$ cat src/rtl/lmem_pkg.sv
package lmem_pkg;

    localparam int LANE_W = 8;
    localparam int LANES  = 4;
    localparam int WORD_W = LANE_W * LANES;

    // Internal view is little-endian numbered: lane 3 = bits 31:24 = bus lane 0.
    function automatic logic lane_mask_ok(input logic [LANES-1:0] be);
        case (be)
            4'b1111, 4'b1100, 4'b0011,
            4'b1000, 4'b0100, 4'b0010, 4'b0001: lane_mask_ok = 1'b1;
            default:                             lane_mask_ok = 1'b0;
        endcase
    endfunction

    function automatic logic [WORD_W-1:0] lane_merge(
        input logic [WORD_W-1:0] old_w,
        input logic [WORD_W-1:0] new_w,
        input logic [LANES-1:0]  be
    );
        logic [WORD_W-1:0] res;
        res = old_w;
        for (int i = 0; i < LANES; i++) begin
            if (be[i]) res[i*LANE_W +: LANE_W] = new_w[i*LANE_W +: LANE_W];
        end
        return res;
    endfunction

endpackage

$ cat src/rtl/lmem_xfer_ctrl.sv
module lmem_xfer_ctrl
    import lmem_pkg::*;
#(
    parameter int IDX_W       = 6,
    parameter int WAIT_STATES = 2
) (
    input  logic              clk,
    input  logic              rst,
    input  logic              as_i,
    input  logic              rd_i,
    input  logic              wr_i,
    input  logic [IDX_W-1:0]  idx_i,
    input  logic [LANES-1:0]  be_i,
    input  logic [WORD_W-1:0] wdata_i,
    output logic              ready_o,
    output logic              op_wr_o,
    output logic [IDX_W-1:0]  idx_o,
    output logic [LANES-1:0]  be_o,
    output logic [WORD_W-1:0] wdata_o
);

    localparam int CNT_W = $clog2(WAIT_STATES + 2);

    generate
        if (WAIT_STATES == 0) begin : g_zero_wait
            // Completion in the strobe cycle: the bus feeds the datapath directly.
            always_comb begin
                ready_o = !rst && as_i && (rd_i || wr_i);
                op_wr_o = wr_i;
                idx_o   = idx_i;
                be_o    = be_i;
                wdata_o = wdata_i;
            end
        end else begin : g_wait
            typedef struct packed {
                logic              pending;
                logic              is_wr;
                logic [CNT_W-1:0]  cnt;
                logic [IDX_W-1:0]  idx;
                logic [LANES-1:0]  be;
                logic [WORD_W-1:0] wdata;
            } xfer_t;

            xfer_t st_d, st_q;
            logic  done_now;

            always_comb begin
                done_now = st_q.pending && (st_q.cnt == CNT_W'(WAIT_STATES));
                st_d     = st_q;
                if (st_q.pending) begin
                    if (done_now) st_d.pending = 1'b0;
                    else          st_d.cnt     = st_q.cnt + 1'b1;
                end else if (as_i && (rd_i || wr_i)) begin
                    st_d.pending = 1'b1;
                    st_d.is_wr   = wr_i;
                    st_d.cnt     = CNT_W'(1);
                    st_d.idx     = idx_i;
                    st_d.be      = be_i;
                    st_d.wdata   = wdata_i;
                end
                if (rst) st_d = '0;
            end

            always_ff @(posedge clk) begin
                st_q <= st_d;
            end

            always_comb begin
                ready_o = !rst && done_now;
                op_wr_o = st_q.is_wr;
                idx_o   = st_q.idx;
                be_o    = st_q.be;
                wdata_o = st_q.wdata;
            end
        end
    endgenerate

endmodule

$ cat src/rtl/lmem_lane_gate.sv
module lmem_lane_gate
    import lmem_pkg::*;
(
    input  logic             ready_i,
    input  logic             op_wr_i,
    input  logic [LANES-1:0] be_i,
    output logic             wr_en_o
);

    logic mask_ok;

    always_comb begin
        mask_ok = lane_mask_ok(be_i);
        wr_en_o = ready_i && op_wr_i && mask_ok;
    end

endmodule

$ cat src/rtl/lmem_word_store.sv
module lmem_word_store
    import lmem_pkg::*;
#(
    parameter int DEPTH = 64,
    parameter int IDX_W = $clog2(DEPTH)
) (
    input  logic              clk,
    input  logic              rst,
    input  logic              wr_en_i,
    input  logic [IDX_W-1:0]  idx_i,
    input  logic [LANES-1:0]  be_i,
    input  logic [WORD_W-1:0] wdata_i,
    output logic [WORD_W-1:0] rdata_o
);

    logic [WORD_W-1:0] mem_d [DEPTH];
    logic [WORD_W-1:0] mem_q [DEPTH];

    always_comb begin
        rdata_o = mem_q[idx_i];
        mem_d   = mem_q;
        if (wr_en_i) mem_d[idx_i] = lane_merge(mem_q[idx_i], wdata_i, be_i);
    end

    always_ff @(posedge clk) begin
        if (rst) begin
            for (int i = 0; i < DEPTH; i++) mem_q[i] <= '0;
        end else begin
            mem_q <= mem_d;
        end
    end

endmodule

$ cat src/rtl/lmem_responder.sv
module lmem_responder
    import lmem_pkg::*;
#(
    parameter int ADDR_W      = 32,
    parameter int DEPTH       = 64,
    parameter int WAIT_STATES = 2
) (
    input  logic              clk,
    input  logic              rst,
    input  logic [0:ADDR_W-1] bus_addr,
    input  logic              bus_as,
    input  logic              bus_rd_stb,
    input  logic              bus_wr_stb,
    input  logic [0:LANES-1]  bus_be,
    input  logic [0:WORD_W-1] bus_wdata,
    output logic [0:WORD_W-1] bus_rdata,
    output logic              bus_ready
);

    localparam int IDX_W = $clog2(DEPTH);
    localparam int OFS_W = $clog2(LANES);

    // Vector assignment keeps the leftmost (most significant) bit leftmost.
    logic [ADDR_W-1:0] addr_le;
    logic [LANES-1:0]  be_le;
    logic [WORD_W-1:0] wdata_le;
    logic [WORD_W-1:0] rdata_le;
    logic [WORD_W-1:0] word_rd;
    logic              unused_addr_bits;

    logic              ready;
    logic              op_wr;
    logic              wr_en;
    logic [IDX_W-1:0]  x_idx;
    logic [LANES-1:0]  x_be;
    logic [WORD_W-1:0] x_wdata;

    always_comb begin
        addr_le          = bus_addr;
        be_le            = bus_be;
        wdata_le         = bus_wdata;
        unused_addr_bits = ^{addr_le[ADDR_W-1:IDX_W+OFS_W], addr_le[OFS_W-1:0]};
    end

    lmem_xfer_ctrl #(
        .IDX_W       (IDX_W),
        .WAIT_STATES (WAIT_STATES)
    ) u_ctrl (
        .clk     (clk),
        .rst     (rst),
        .as_i    (bus_as),
        .rd_i    (bus_rd_stb),
        .wr_i    (bus_wr_stb),
        .idx_i   (addr_le[IDX_W+OFS_W-1:OFS_W]),
        .be_i    (be_le),
        .wdata_i (wdata_le),
        .ready_o (ready),
        .op_wr_o (op_wr),
        .idx_o   (x_idx),
        .be_o    (x_be),
        .wdata_o (x_wdata)
    );

    lmem_lane_gate u_gate (
        .ready_i (ready),
        .op_wr_i (op_wr),
        .be_i    (x_be),
        .wr_en_o (wr_en)
    );

    lmem_word_store #(
        .DEPTH (DEPTH),
        .IDX_W (IDX_W)
    ) u_store (
        .clk     (clk),
        .rst     (rst),
        .wr_en_i (wr_en),
        .idx_i   (x_idx),
        .be_i    (x_be),
        .wdata_i (x_wdata),
        .rdata_o (word_rd)
    );

    always_comb begin
        rdata_le  = (ready && !op_wr) ? word_rd : '0;
        bus_rdata = rdata_le;
        bus_ready = ready;
    end

endmodule

$ cat config.mk
export PLATFORM = sky130hd
export DESIGN_NAME = lmem_responder
export DESIGN_NICKNAME = d
export VERILOG_FILES = /design/src/rtl/lmem_pkg.sv /design/src/rtl/lmem_xfer_ctrl.sv /design/src/rtl/lmem_lane_gate.sv /design/src/rtl/lmem_word_store.sv /design/src/rtl/lmem_responder.sv
export SDC_FILE = /design/constraint.sdc
export NUM_CORES = 2
export LEC_CHECK = 0
export ABC_CLOCK_PERIOD_IN_PS = 3900
export BUFFER_PORTS_ARGS = -buffer_cell sky130_fd_sc_hd__buf_2
export CAP_MARGIN = 15
export CELL_PAD_IN_SITES_DETAIL_PLACEMENT = 0
export CELL_PAD_IN_SITES_GLOBAL_PLACEMENT = 1
export CORE_MARGIN = 5
export CORE_UTILIZATION = 35
export CTS_BUF_LIST = sky130_fd_sc_hd__clkbuf_4 sky130_fd_sc_hd__clkbuf_8
export DETAILED_ROUTE_END_ITERATION = 12
export HOLD_SLACK_MARGIN = 0.08
export PLACE_DENSITY = 0.71
export SLEW_MARGIN = 20
export SYNTH_ARGS = -nofsm -noshare
export SYNTH_HDL_FRONTEND = slang
export SYNTH_SLANG_ARGS = --single-unit
$ cat constraint.sdc
create_clock -name clk -period 3.9 [get_ports clk]
set_input_delay 0.195 -clock clk [delete_from_list [all_inputs] [get_ports clk]]
set_output_delay 0.195 -clock clk [all_outputs]
set_load 0.05 [all_outputs]
# Word level (Yosys, flattened, before mapping)
# Index checks and enable logic that the tools add are counted.
# word_totals
mem_bits_rw	0
latchBits	0
memories	0
reg_bits	2094
out_inout_bits	33
mem_bits_ro	0
# op_classes
addsub	1
div	0
n_reduce_logical	14
bitwise	2
n_eq_ne	9
magnitude_cmp	2
n_mux	21
n_shift	0
mul	0
# op_table
cell	n
bitwise mux 2048 bit	1
binary-select mux 32 bit (select 6 bit)	1
demux 32 bit (select 6 bit)	1
two-way mux 32 bit	4
two-way mux 8 bit	8
two-way mux 46 bit	1
equality test 4 bit, second input constant	3
equality test 4 x 2 -> 1 bit, second input constant	2
>= comparator 7 bit, second input constant	1
logical AND 1 bit	7
less-than comparator 7 x 1 -> 1 bit, second input constant	1
NOT 6 -> 7 bit	1
OR reduction 7 bit	1
equality test 4 x 1 -> 1 bit, second input constant	1
equality test 4 x 3 -> 1 bit, second input constant	1
two-way mux 2 bit	2
AND reduction 2 bit	2
two-way mux 1 bit	3
adder 2 x 1 -> 2 bit, second input constant	1
equality test 2 bit, second input constant	1
logical NOT 1 bit	2
!= test 2 bit, second input constant	1
nonzero test 2 bit	1
logical OR 1 bit	1
NOT 1 bit	1

# Longest topological paths before layout
# depth
ltp_word	7
ltp_mapped	17
mapped_depth_nobuf	9

# By module
# From an unflattened synthesis, not the netlist that was laid out.
# unflattened
hier_cells	10655
area_unflattened_um2	92159.6
# modules_own_cells
mod	instances	area_per_inst_um2	cells_each
lmem_word_store	1	89362.0	10365
lmem_xfer_ctrl	1	2403.6	245
lmem_responder	1	357.8	38
lmem_lane_gate	1	36.3	7

# Worst setup path before layout
# OpenSTA, ideal clock, no wires.
# synth_timing
path_kind	register -> output
from	register u_ctrl.g_wait.st_q (netlist bit u_ctrl.idx_o[2])
to	output bus_rdata[30] (netlist name)
setup_slack_ns	0.534
stages_incl_launch_ff	17
t_required_ns	3.705
arrival_ns	3.171
cell_sequence	dfxtp_1 > buf_6 > nor2b_4 > buf_6 > buf_6 > buf_6 > buf_6 > buf_6 > buf_2 > buf_2 > a22oi_1 > o22ai_1 > a21oi_1 > nand2_1 > o31ai_1 > buf_2 > a31oi_1
# synth_via
elab_chain_cells	5
# synth_rtl
item	line	rtl
from (decl)	lmem_xfer_ctrl.sv:44	xfer_t st_d, st_q;
from (signal assigned)	lmem_xfer_ctrl.sv:65	st_q <= st_d;
NOT 6 -> 7 bit (implied by the code)	lmem_word_store.sv:20	rdata_o = mem_q[idx_i];
binary-select mux 32 bit (select 6 bit)	lmem_word_store.sv:20	
two-way mux 32 bit (implied by the code) (2 in a row)	lmem_word_store.sv:20	
two-way mux 32 bit	lmem_responder.sv:85	rdata_le = (ready && !op_wr) ? word_rd : '0;
to (decl)	lmem_responder.sv:16	output logic [0:WORD_W-1] bus_rdata,
# No other way between the ends. The select of a mux whose other input is x is not followed.

# Final worst setup path
# layout_timing
from	register u_ctrl.g_wait.st_q (netlist bit u_ctrl.idx_o[2])
to	output bus_rdata[18] (netlist name)
# Same word-level chain as after synthesis.

==> results.sh <==
export IMPL_rsz0062_at_grt="yes"
export IMPL_clock_sinks=2094
export IMPL_crit_chain="buf_12, inv_6, buf_4, o221ai_1, a22oi_2, nand3_4, buf_4, nor3_4, buf_4, a21oi_1, buf_4"
export IMPL_violations="setup timing"
export IMPL_grt_usage_pct=39.0
export IMPL_critPathKind="flip-flop to output pin"
export IMPL_area_delta_synth_final_pct=29.2
export IMPL_finalHoldViolCount=0
export IMPL_cp_start_kind="flip-flop"
export IMPL_tightest_slew_ns=1.22
export IMPL_cp_data_arrival_time_ns=4.15
export IMPL_die_h_um=521
export IMPL_via_count=103000
export IMPL_period_share_pct=111
export IMPL_seq_area_frac_synth_pct=45.8
export IMPL_post_route_drc_count=0
export IMPL_p_leak_uw=0.0405
export IMPL_grt_pass1_wl_mm=755
export IMPL_syn_inst=11000
export IMPL_dpl_instance_area_um2=102000
export IMPL_wire_per_inst_um=36.5
export IMPL_slowest_delay_ns=0.49
export IMPL_final_area_um2=118000
export IMPL_final_antenna_net_count=0
export IMPL_crit_buf_inv=6
export IMPL_drive_above_1_share_pct=23.0
export IMPL_antenna_found_initial=45
export IMPL_maxClockFrequency_mhz=230
export IMPL_synth_edf_count=0
export IMPL_dr_pass1_iters=8
export IMPL_maxSlewViolCount=0
export IMPL_grt_pass1_vias=92300
export IMPL_wl_mm=567
export IMPL_critPathMostFrequentCell="buf_4"
export IMPL_clock_path_buffers=4
export IMPL_clkTransAtPathRegs_ns=0.06
export IMPL_clock_skew_ns=0.0886
export IMPL_rows=187
export IMPL_synth_nets=11000
export IMPL_avgSynthCellArea_um2=8.34
export IMPL_ys_flop_type="dfxtp_1"
export IMPL_hpwlAfterDp_mm=360
export IMPL_yosys_warnings=0
export IMPL_period_needed_ns=4.34
export IMPL_crit_fanout=20
export IMPL_netlist_area_um2=91400
export IMPL_htreeDepth=5
export IMPL_cp_slowest_cell="a22oi_2"
export IMPL_numCtsBuffers=369
export IMPL_worst_slack_ns=-0.443
export IMPL_numPortBuffers=79
export IMPL_status="finished with violations"
export IMPL_clk_latency_ns=1.09
export IMPL_place_congestion=0.997
export IMPL_core_area_um2=260000
export IMPL_hp_class="input port to flip-flop"
export IMPL_die_width_um=521
export IMPL_relSlewSlack_pct=18.7
export IMPL_crit_family="buffers and inverters"
export IMPL_drtIter0Drc=17800
export IMPL_required_ns=3.70
export IMPL_cp_startpoint="u_ctrl.idx_o[2]$_SDFFE_PP0P_"
export IMPL_min_from="bus_as"
export IMPL_async_flop_share_pct=0
export IMPL_powerDensity_nw_per_um2=417
export IMPL_synth_seq_cells=2094
export IMPL_grt_overflow_total=0
export IMPL_dp_worst_setup_slack_ns=-0.314
export IMPL_grt_start_max_net_pins=212
export IMPL_cts_tree="yes"
export IMPL_setup_viol=32
export IMPL_r2r_start="u_ctrl.idx_o[1]$_SDFFE_PP0P_"
export IMPL_dieArea_um2=272000
export IMPL_cap_violations=0
export IMPL_vias_per_cell=6.61
export IMPL_fill_cells=25000
export IMPL_ios=106
export IMPL_clk_root_buffer_cell="clkbuf_8"
export IMPL_finish_net_count=11800
export IMPL_cp_end_kind="output pin"
export IMPL_synth_distinct_cells=97
export IMPL_start_util_pct=35.2
export IMPL_vdd_ir_drop_max_mv=0.344
-- worst paths after layout --
| kind | cells after the start | endpoint | slack, ns |
|---|---|---|---|
| worst min-delay path | 5 | u_ctrl.g_wait.st_q[43]$_SDFFE_PP0P_ | 0.16 |
| worst max register to register | 11 | u_store.mem_q[1313]$_SDFFE_PP0P_ | 0.01 |
| worst min register to register | 2 | u_store.mem_q[692]$_SDFFE_PP0P_ | 0.45 |
| worst max-delay path | 11 | bus_rdata[18] | -0.44 |
-- area by class of cell --
cell class / count / area [µm²] / share of cell area (%)
Antenna cell: 38 / 95.1 / 0.0805
Clock buffer: 586 / 7310 / 6.19
Clock inverter: 66 / 507 / 0.429
Inverter: 20 / 124 / 0.105
Multi-Input combinational cell: 7600 / 46600 / 39.4
Sequential cell: 2094 / 41900 / 35.5
Tap cell: 3496 / 4370 / 3.70
Timing Repair Buffer: 1624 / 17200 / 14.6
-- stage by stage --
stage	utilization, %	total power (µW)	hold WS, ns	std cells	setup TNS [ns]
after floorplan	-	23800	0.331	11000	0
after global placement	39.3	26200	0.436	14400	-39.83
after detailed placement	39.3	26200	0.442	14400	-28.63
after CTS	44.7	48600	0.0888	15400	-5.29
after global routing	45.4	50000	0.174	15500	-6.66
final	45.5	49300	0.156	15500	-8.24
-- cells by family after synthesis --
| group | Yosys count | share of synthesized area [%] |
|---|---|---|
| adders and majority gates | 1 | 0.0137 |
| and+or+nand+nor | 3403 | 17.5 |
| DFF | 2094 | 45.8 |
| buffers and inverters | 1265 | 6.54 |
| AOI/OAI and AO/OA | 3925 | 26.8 |
| muxes | 270 | 3.30 |
-- flip-flops by register name, indices dropped and copies added, names as in the netlist --
register / cells
u_store.mem_q: 2048
u_ctrl.wdata_o: 32
u_ctrl.idx_o: 6
u_ctrl.be_o: 4
u_ctrl.g_wait.st_q: 3
u_ctrl.op_wr_o: 1
-- repair_timing --
item | CTS | global route
setup endpoints to repair | 196 | 32
gates resized for setup | 489 | 205
cloned | 27 | 12
setup buffers | 160 | 85
pin swaps | 103 | 84
endpoints found under the hold margin | 208 | 0
hold buffers | 156 | 0
-- synthesized netlist by cell type, types with 57 or more instances --
cell         n  area share (%)
buf_1       74            0.30
buf_6       86             1.1
a22oi_1    400             3.3
o22ai_1    114            0.78
nand3_1   1335             7.3
a211oi_1   212             1.7
mux2i_1    168             1.8
o21ai_0   1415             7.7
a21oi_1    820             4.5
a31oi_1     83            0.57
a221oi_1   212             2.0
dfxtp_1   2094              46
a22o_1      66            0.63
o31ai_1    118            0.97
nor3_1     125            0.68
buf_4       86            0.71
o221ai_1    57            0.55
buf_2      200             1.1
clkbuf_1   788             3.2
mux2_2      83             1.0
nand2_1   1048             4.3
and3_1     153             1.0
nor2_1     464             1.9
-- routing by layer --
metal  up-vias  global-route usage, %  wire length [µm]  part of all wire, %
met5         -                      0                94                0.017
met4        14                   27.3             48400                  8.5
met3      2192                   14.8             85000                   15
met2      8585                   54.1            225000                   40
met1     50000                   49.6            209000                   37
li1      41900                      -                 -                    -
-- power by group --
group	switching, µW	internal, µW	leakage [µW]
sequential	83.1	21400	0.0169
clock	10100	12100	0.00420
combinational	3830	1680	0.0194
-- worst reg2reg max path, stage by stage (launching register included) --
cell	delay (ns)
dfxtp_4	0.45
buf_12	0.20
buf_12	0.16
buf_4	0.17
and3b_1	0.27
buf_4	0.26
buf_4	0.26
nand2_1	0.76
nor3_1	0.63
buf_4	0.25
o21ai_0	0.09
a311oi_1	0.24
-- placed cells by master, fill, tap and decap left out, drive strengths merged, types with 86 or more instances in the layout --
master,count
clkbuf,602
a221oi,214
mux2,86
nand2,1048
o31ai,119
nor2,468
a211oi,213
dlygate4sd3,156
and3,153
nor3,128
buf,1440
o21ai,1471
o22ai,114
nand3,1336
a21oi,824
a22oi,400
dfxtp,2094
mux2i,168
No activity file was read; power rests on OpenSTA's default activity.
